--- src/rtl/fdc_glue_pkg.sv ---
package fdc_glue_pkg;
  localparam int unsigned NUM_DRV   = 2;
  localparam int unsigned TRK_W     = 6;
  localparam int unsigned SEC_W     = 5;
  localparam int unsigned HEAD_CW   = 2;
  localparam int unsigned OFF_W     = 20;
  localparam int unsigned IMG_W     = 20;
  localparam int unsigned NUM_TRK   = 40;
  localparam int unsigned SPT_FM    = 18;
  localparam int unsigned SPT_MFM   = 17;
  localparam int unsigned LEN_FM_LG = 7;
  localparam int unsigned LEN_MFM_LG = 8;
  localparam int unsigned FIRST_ID  = 1;
  localparam int unsigned SS_BYTES  = 172032;
  localparam int unsigned DS_BYTES  = 346112;

  typedef enum logic [1:0] {
    SEL_KEEP0 = 2'b00,
    SEL_DRV0  = 2'b01,
    SEL_DRV1  = 2'b10,
    SEL_KEEP3 = 2'b11
  } sel_code_e;
endpackage

--- src/rtl/fdc_glue_regs.sv ---
module fdc_glue_regs
  import fdc_glue_pkg::*;
(
  input  logic       clk_i,
  input  logic       rst_ni,
  input  logic       wr_drv_i,
  input  logic       wr_dens_i,
  input  logic [7:0] wdata_i,
  input  logic       fdc_irq_i,
  input  logic       fdc_drq_i,
  output logic       drv_sel_o,
  output logic       fm_o,
  output logic       side_o,
  output logic [7:0] stat_o
);
  logic [1:0] irq_q, drq_q;
  sel_code_e  code;

  assign code = sel_code_e'(wdata_i[1:0]);

  always_ff @(posedge clk_i or negedge rst_ni) begin
    if (!rst_ni) begin
      irq_q <= '0;
      drq_q <= '0;
    end else begin
      irq_q <= {irq_q[0], fdc_irq_i};
      drq_q <= {drq_q[0], fdc_drq_i};
    end
  end

  always_ff @(posedge clk_i or negedge rst_ni) begin
    if (!rst_ni) begin
      drv_sel_o <= 1'b0;
    end else if (wr_drv_i) begin
      case (code)
        SEL_DRV0: drv_sel_o <= 1'b0;
        SEL_DRV1: drv_sel_o <= 1'b1;
        default:  drv_sel_o <= drv_sel_o;
      endcase
    end
  end

  always_ff @(posedge clk_i or negedge rst_ni) begin
    if (!rst_ni) begin
      fm_o   <= 1'b0;
      side_o <= 1'b0;
    end else if (wr_dens_i) begin
      fm_o   <= wdata_i[0];
      side_o <= wdata_i[1];
    end
  end

  assign stat_o = {irq_q[1], drq_q[1], 6'b0};

  assert_sel_keep_R2: assert property (@(posedge clk_i) disable iff (!rst_ni)
    (wr_drv_i && (wdata_i[1:0] == 2'b00 || wdata_i[1:0] == 2'b11)) |=> $stable(drv_sel_o));

  assert_sel_set_R1: assert property (@(posedge clk_i) disable iff (!rst_ni)
    (wr_drv_i && wdata_i[1:0] == 2'b10) |=> drv_sel_o);

  assert_dens_latch_R3: assert property (@(posedge clk_i) disable iff (!rst_ni)
    wr_dens_i |=> (fm_o == $past(wdata_i[0]) && side_o == $past(wdata_i[1])));
endmodule

--- src/rtl/fdc_glue_geom.sv ---
module fdc_glue_geom
  import fdc_glue_pkg::*;
(
  input  logic                       fm_i,
  input  logic                       drv_sel_i,
  input  logic [NUM_DRV*HEAD_CW-1:0] drv_heads_i,
  output logic [SEC_W-1:0]           spt_o,
  output logic [8:0]                 sec_len_o,
  output logic [TRK_W-1:0]           tracks_o,
  output logic [HEAD_CW-1:0]         heads_o
);
  logic [HEAD_CW-1:0] heads_a [NUM_DRV];

  for (genvar d = 0; d < NUM_DRV; d++) begin : g_drv
    assign heads_a[d] = drv_heads_i[d*HEAD_CW +: HEAD_CW];
  end

  assign spt_o     = fm_i ? SEC_W'(SPT_FM) : SEC_W'(SPT_MFM);
  assign sec_len_o = fm_i ? 9'(1 << LEN_FM_LG) : 9'(1 << LEN_MFM_LG);
  assign tracks_o  = TRK_W'(NUM_TRK);
  assign heads_o   = heads_a[drv_sel_i];
endmodule

--- src/rtl/fdc_glue_offset.sv ---
module fdc_glue_offset
  import fdc_glue_pkg::*;
(
  input  logic               clk_i,
  input  logic               rst_ni,
  input  logic               req_valid_i,
  input  logic [TRK_W-1:0]   req_track_i,
  input  logic               req_head_i,
  input  logic [SEC_W-1:0]   req_sector_i,
  input  logic [HEAD_CW-1:0] heads_i,
  output logic               off_valid_o,
  output logic [OFF_W-1:0]   off_o
);
  localparam int unsigned CORR = SPT_MFM * (1 << LEN_MFM_LG) - SPT_FM * (1 << LEN_FM_LG);

  logic [OFF_W-1:0] lin, idx, off_n;
  logic             boot_trk;

  assign boot_trk = (req_track_i == '0) && !req_head_i;

  always_comb begin
    lin = OFF_W'(req_track_i) * OFF_W'(heads_i) + OFF_W'(req_head_i);
    idx = lin * OFF_W'(SPT_MFM) + OFF_W'(req_sector_i) - OFF_W'(FIRST_ID);
    if (boot_trk) off_n = (OFF_W'(req_sector_i) - OFF_W'(FIRST_ID)) << LEN_FM_LG;
    else          off_n = (idx << LEN_MFM_LG) - OFF_W'(CORR);
  end

  always_ff @(posedge clk_i or negedge rst_ni) begin
    if (!rst_ni) begin
      off_valid_o <= 1'b0;
      off_o       <= '0;
    end else begin
      off_valid_o <= req_valid_i;
      if (req_valid_i) off_o <= off_n;
    end
  end

  assert_valid_follow_R8: assert property (@(posedge clk_i) disable iff (!rst_ni)
    req_valid_i |=> off_valid_o);

  assert_valid_idle_R8: assert property (@(posedge clk_i) disable iff (!rst_ni)
    !req_valid_i |=> !off_valid_o);
endmodule

--- src/rtl/fdc_glue_imgchk.sv ---
module fdc_glue_imgchk
  import fdc_glue_pkg::*;
(
  input  logic [IMG_W-1:0]   img_size_i,
  output logic               img_ok_o,
  output logic [HEAD_CW-1:0] img_heads_o
);
  always_comb begin
    if (img_size_i == IMG_W'(SS_BYTES))      img_heads_o = HEAD_CW'(1);
    else if (img_size_i == IMG_W'(DS_BYTES)) img_heads_o = HEAD_CW'(2);
    else                                     img_heads_o = '0;
    img_ok_o = (img_heads_o != '0);
  end
endmodule

--- src/rtl/fdc_glue_top.sv ---
module fdc_glue_top
  import fdc_glue_pkg::*;
(
  input  logic                       clk_i,
  input  logic                       rst_ni,
  input  logic                       wr_drv_i,
  input  logic                       wr_dens_i,
  input  logic [7:0]                 wdata_i,
  output logic [7:0]                 stat_o,
  input  logic                       fdc_irq_i,
  input  logic                       fdc_drq_i,
  input  logic [NUM_DRV*HEAD_CW-1:0] drv_heads_i,
  output logic                       drv_sel_o,
  output logic                       fm_o,
  output logic                       side_o,
  output logic [SEC_W-1:0]           spt_o,
  output logic [8:0]                 sec_len_o,
  output logic [TRK_W-1:0]           tracks_o,
  output logic [HEAD_CW-1:0]         heads_o,
  input  logic                       req_valid_i,
  input  logic [TRK_W-1:0]           req_track_i,
  input  logic                       req_head_i,
  input  logic [SEC_W-1:0]           req_sector_i,
  output logic                       off_valid_o,
  output logic [OFF_W-1:0]           off_o,
  input  logic [IMG_W-1:0]           img_size_i,
  output logic                       img_ok_o,
  output logic [HEAD_CW-1:0]         img_heads_o
);
  fdc_glue_regs i_regs (
    .clk_i, .rst_ni, .wr_drv_i, .wr_dens_i, .wdata_i,
    .fdc_irq_i, .fdc_drq_i, .drv_sel_o, .fm_o, .side_o, .stat_o
  );

  fdc_glue_geom i_geom (
    .fm_i(fm_o), .drv_sel_i(drv_sel_o), .drv_heads_i,
    .spt_o, .sec_len_o, .tracks_o, .heads_o
  );

  fdc_glue_offset i_off (
    .clk_i, .rst_ni, .req_valid_i, .req_track_i, .req_head_i, .req_sector_i,
    .heads_i(heads_o), .off_valid_o, .off_o
  );

  fdc_glue_imgchk i_img (.img_size_i, .img_ok_o, .img_heads_o);

  assert_geom_match_R4: assert property (@(posedge clk_i) disable iff (!rst_ni)
    fm_o ? (spt_o == SEC_W'(SPT_FM) && sec_len_o == 9'd128)
         : (spt_o == SEC_W'(SPT_MFM) && sec_len_o == 9'd256));
endmodule

--- config.mk ---
export PLATFORM = sky130hd
export DESIGN_NAME = fdc_glue_top
export DESIGN_NICKNAME = d
export VERILOG_FILES = /design/src/rtl/fdc_glue_pkg.sv /design/src/rtl/fdc_glue_regs.sv /design/src/rtl/fdc_glue_geom.sv /design/src/rtl/fdc_glue_offset.sv /design/src/rtl/fdc_glue_imgchk.sv /design/src/rtl/fdc_glue_top.sv
export SDC_FILE = /design/constraint.sdc
export NUM_CORES = 1
export LEC_CHECK = 0
export BUFFER_PORTS_ARGS = -buffer_cell sky130_fd_sc_hd__buf_2
export CORE_ASPECT_RATIO = 0.8
export CORE_MARGIN = 10
export CORE_UTILIZATION = 45
export DETAILED_ROUTE_END_ITERATION = 8
export GPL_TIMING_DRIVEN = 0
export PLACE_DENSITY = 0.78
export SLEW_MARGIN = 0
export SYNTH_ARGS = -nofsm -noshare
export SYNTH_HDL_FRONTEND = slang
export SYNTH_SLANG_ARGS = --single-unit
--- constraint.sdc ---
create_clock -name clk_i -period 4.7 [get_ports clk_i]
set_clock_uncertainty 0.2 [all_clocks]
set_input_delay 0.235 -clock clk_i [delete_from_list [all_inputs] [get_ports clk_i]]
set_output_delay 0.235 -clock clk_i [all_outputs]
set_load 0.1 [all_outputs]
# == Word level (Yosys, flattened, before mapping) ==
# Cells that the tools add are included.
# word_totals
reg_bits,28
elab_cells,35
# op_classes
add_sub_neg,5
mul,2
order_cmp,1
n_eq_ne,4
muxes,9
bitwise,1
n_reduce_logical,6
# op_table
operator,n
$eq 20x18->1 const B,1
$eq 20x19->1 const B,1
$mul 20x5->12 const B,1
$mux 20,1
$sub 20x12->20 const B,1
$add 12x5->12,1
$mux 2,6
$sub 12x1->12 const B,1
$add 8x1->9,1
$mux 9,1
$mul 6x2->8,1
$logic_not 6->1,1
$sub 5x1->6 const B,1
$reduce_bool 2->1,2
$eq 2x1->1 const B,1
$eq 2x2->1 const B,1
$ge 2x2->1 const B,1
$not 1->2,1
$pmux 1 s2,1
$reduce_and 2->1,1
$logic_and 1x1->1,1
$logic_not 1->1,1

# == Logic depth before layout (Yosys ltp) ==
# depth
word_depth,11
ltp_mapped,20
ltp_nobuf,19

# == Cells and area by module ==
# Synthesis repeated with hierarchy kept, for this count alone.
# hier_totals
cells_unflattened,315
hier_area_um2,2811.4
# by_module_without_submodules
module,n_inst,cells_each,area_each_um2,seq_area_each_um2
fdc_glue_offset,1,256,2233.4,350.3
fdc_glue_regs,1,22,306.5,175.2
fdc_glue_geom,1,24,176.4,0.0
fdc_glue_imgchk,1,13,95.1,0.0

# == Worst setup path after synthesis ==
# OpenSTA, ideal clock, no wires.
# synth_timing
path_type,register to register
start,register i_regs.drv_sel_o
end,register i_off.off_o[19]
setup_ns,0.082
t_arrival_ns,5.790
t_required_ns,4.418
path_slack_ns,-1.372
path_stages_with_launch,20
period_less_slack_ns,6.072
cell_sequence,dfrtp_1 > mux2i_1 > inv_2 > and2_2 > fa_1 > a211oi_1 > o21ai_0 > o2bb2ai_1 > fa_1 > inv_1 > ha_1 > ha_1 > ha_1 > or3_1 > a221oi_1 > nor2_1 > xnor2_1 > and3_1 > a2111o_1 > o211ai_2
# synth_between
elab_chain_len,11
# synth_lines
item,line,source
start: declaration,fdc_glue_regs.sv:11,"output logic drv_sel_o,"
start signal: assignment,fdc_glue_regs.sv:38,default: drv_sel_o <= drv_sel_o;
$not 1->2 (implied by the code),fdc_glue_geom.sv:21,assign heads_o = heads_a[drv_sel_i];
$mux 2 (implied by the code) (3 in a row),fdc_glue_geom.sv:21,
net heads_o[1],fdc_glue_top.sv:19,"output logic [HEAD_CW-1:0] heads_o,"
$mul 6x2->8,fdc_glue_offset.sv:22,lin = OFF_W'(req_track_i) * OFF_W'(heads_i) + OFF_W'(req_head_i);
$add 8x1->9,fdc_glue_offset.sv:22,
$mul 20x5->12,fdc_glue_offset.sv:23,idx = lin * OFF_W'(SPT_MFM) + OFF_W'(req_sector_i) - OFF_W'(FIRST_ID);
$add 12x5->12,fdc_glue_offset.sv:23,
$sub 12x1->12,fdc_glue_offset.sv:23,
$sub 20x12->20,fdc_glue_offset.sv:25,else off_n = (idx << LEN_MFM_LG) - OFF_W'(CORR);
$mux 20,fdc_glue_offset.sv:24,if (boot_trk) off_n = (OFF_W'(req_sector_i) - OFF_W'(FIRST_ID)) << LEN_FM_LG;
end signal: assignment,fdc_glue_offset.sv:34,if (req_valid_i) off_o <= off_n;
end: declaration,fdc_glue_offset.sv:12,output logic [OFF_W-1:0] off_o
# The timed path passes the listed nets, and every way through them passes these cells. The select of a mux whose other input is x is not followed.
# A chain may end at the register's enable or synchronous reset.

# == Worst setup path in the final report ==
# layout_timing
start,register i_regs.drv_sel_o
end,register i_off.off_o[19]
# layout_between
elab_chain_len,11
# layout_lines
item,line
$not 1->2 (implied by the code),fdc_glue_geom.sv:21
$mux 2 (implied by the code) (3 in a row),fdc_glue_geom.sv:21
$mul 6x2->8,fdc_glue_offset.sv:22
$add 8x1->9,fdc_glue_offset.sv:22
$mul 20x5->12,fdc_glue_offset.sv:23
$add 12x5->12,fdc_glue_offset.sv:23
$sub 12x1->12,fdc_glue_offset.sv:23
$sub 20x12->20,fdc_glue_offset.sv:25
$mux 20,fdc_glue_offset.sv:24
# No other way between the ends. The select of a mux whose other input is x is not followed.

==> results.toml <==
[logic_synthesis]
avgSynthCellArea_sq_um = 8.881
synth-edff-count = 0
async_reset_ff_frac = 1.000
synth_top_flop_cell = "dfrtp_1"
ys_ff_latch = 21
synth_cell_types = 58
syn_area_sq_um = 2718
ys_warn_count = 0
netlist_instances = 306
synth_seq_area_share = 0.1934

[finish]
nets = 532
most-common-layout-cells = "buf_2, buf_4, conb_1, ha_1, nor2_1"
final_layout_size_suffix_gt1_frac = 0.4781
final_common_cell = "buf_2"
final_util = 0.6681
syn_to_final_growth_pct = 44.57
diodes = 0
n_fill_cell = 458

[sta]
setup_ws_ps = -355.7
hold_violations = 0
final.min_clock_period_ps = 5056
slew_viol_final = 0
fmax_ghz = 0.1978
maxSlewHeadroom = 0.5384
rsz0062_at_grt = "yes"
period_share = 1.076
finalSetupViolCount = 6
worst_pin_slew_ps = 685.1

[placement]
routabilityCongestion = 0.7931
post-place-ws_ps = -626.7
place_hpwl_um = 5845
io_buffers = 72

[cts]
clkLatencyLatePin_ps = 260
root_buffer = "clkbuf_8"
numCtsBuffers = 3
clock_path_buffers = 2
numClockSinks = 21
clkTransAtPathRegs_ps = 80
cts_tree = "yes"
cts-htree-levels = 1

[job]
drv_cap = 0

[floorplanning]
core_sq_um = 5881
die_w_um = 106.9
ioPinCount = 108
die_area_sq_um = 9567
dieHeight_um = 89.51
floorplan.rows = 25
start_util = 0.4621

[worst_setup_path]
path_cells = "mux2i_4 > nor2b_1 > ha_2 > fa_2 > a21oi_2 > o21ai_2 > xnor2_2 > ha_1 > ha_4 > fa_2 > ha_4 > a21o_1 > a221oi_4 > nor2_2 > xnor2_2 > and3_4 > a2111o_1 > o211ai_2"
worstSetupEndpointType = "register"
cp_max_fo = 6
worstPathRequired_ps = 4690
crit_arrival_ps = 5050
slowest_delay_ps = 490
path_class = "reg2reg"
worst_setup_path_start_kind = "register"
worst_path_max_delay_cell = "fa_2"

[detailed_routing]
first_iter_violations = 118
dr.pass1.iters = 4
via_per_inst = 5.021
ant_nets = 0
drc = 0
wl_um = 7794
vias = 2581
drt-wirelength-per-cell_um = 15.16

[run_status]
violations = "negative setup slack"
status = "finished, violations left"

[grt]
grt_pass1_wl_um = 11950
grt_overflow_total = 0
antenna_found_initial = 0
grt_max_degree = 22
grt_pass1_vias = 2559
grt_use_total = 0.1487

[hold_path]
hold_path_class = "in2reg"
sequential cells by signal, indices dropped and copies added (netlist names):
signal	count
i_off.off_o	13
i_regs.fm_o	1
i_regs.side_o	1
i_off.off_valid_o	1
i_regs.drv_sel_o	1
i_regs.irq_q	2
i_regs.drq_q	2
synth_stat cells, types with 4 or more instances:
cell type	n	area [sq um]
nand2_1	9	33.78
mux2_2	6	67.56
nor3_1	7	35.03
a21oi_1	12	60.06
fa_1	7	140.1
nor2_1	24	90.09
dfrtp_1	21	525.5
o21a_1	5	37.54
nor2b_1	10	62.56
o21ai_0	14	70.07
nor4_1	4	25.02
a21o_1	6	45.04
or3_1	4	25.02
xnor2_1	11	96.34
buf_4	34	255.2
inv_1	21	78.83
and2_2	5	37.54
ha_1	40	500.5
xor2_1	9	78.83
a211oi_1	4	30.03
path summary, 6_finish.rpt:
| path | from | endpoint | slack (ps) | cells after the start |
|---|---|---|---|---|
| worst min register to register | i_regs.drq_q[0]$_DFF_PN0_ | i_regs.drq_q[1]$_DFF_PN0_ | 150 | 0 |
| worst min-delay path | wr_dens_i | i_regs.fm_o$_DFFE_PN0P_ | 20 | 2 |
| worst max register to register | i_regs.drv_sel_o$_DFFE_PN0P_ | i_off.off_o[19]$_DFFE_PN0P_ | -360 | 18 |
| worst max-delay path | i_regs.drv_sel_o$_DFFE_PN0P_ | i_off.off_o[19]$_DFFE_PN0P_ | -360 | 18 |
| min in group asynchronous | rst_ni | i_off.off_o[14]$_DFFE_PN0P_ | 260 | 2 |
| max in group asynchronous | rst_ni | i_regs.drv_sel_o$_DFFE_PN0P_ | 3680 | 2 |
per-layer routing:
metal | track usage | wire length [um] | vias up
li1 | - | - | 1271
met2 | 0.2591 | 3910 | 96
met3 | 0.04251 | 557 | 6
met5 | 0 | 0 | -
met1 | 0.1848 | 3267 | 1208
met4 | 0.01472 | 60 | 0
cells by family after synthesis:
family	Yosys count	synth area share
AND/OR/NAND/NOR	82	0.1630
AO/OA/AOI/OAI	64	0.1681
buffers and inverters	61	0.1321
adder cells (fa/ha/maj)	47	0.2357
XOR/XNOR	21	0.07274
flip-flops	21	0.1934
multiplexers	8	0.03223
other	2	0.002763
layout make-up:
type                       count  area [sq um]  area share
clock buffer                   3         41.29     0.01051
tap                           81         101.3     0.02580
multi-input combinational    251          2312      0.5885
inverter                      22         90.09     0.02293
timing repair buffer          96         570.5      0.1452
clock inverter                 1         5.005    0.001274
sequential                    21         529.3      0.1347
buffer                        39         279.0     0.07102
per-stage QoR:
stage | instances | hold slack (ps) | cell area, sq um | TNS (ps)
after floorplan | 333 | -260.6 | 2992 | -1496
after global placement | 486 | 8.434 | 3453 | -2022
after detailed placement | 486 | 16.92 | 3453 | -2756
after CTS | 503 | 25.90 | 3700 | -1187
after global routing | 514 | 44.17 | 3929 | -2481
final | 514 | 16.22 | 3929 | -1509
worst max-delay path, delay by kind of cell (launching register included):
kind	cells	cell delay, ps
XOR/XNOR	2	360
AO/OA/AOI/OAI	6	1340
AND/OR/NAND/NOR	3	340
adder cells (fa/ha/maj)	6	1990
flip-flops	1	470
multiplexers	1	290
repair_timing:
action | 4_1_cts | 5_1_grt
hold buffers | 4 | 0
pin swaps | 16 | 24
setup buffers | 9 | 13
endpoints found under the hold margin | 24 | 0
setup endpoints to repair | 7 | 7
gates resized for setup | 14 | 30
Power is not shown: default switching activity piles up to over one toggle a cycle in this logic, so the estimate is an artifact.
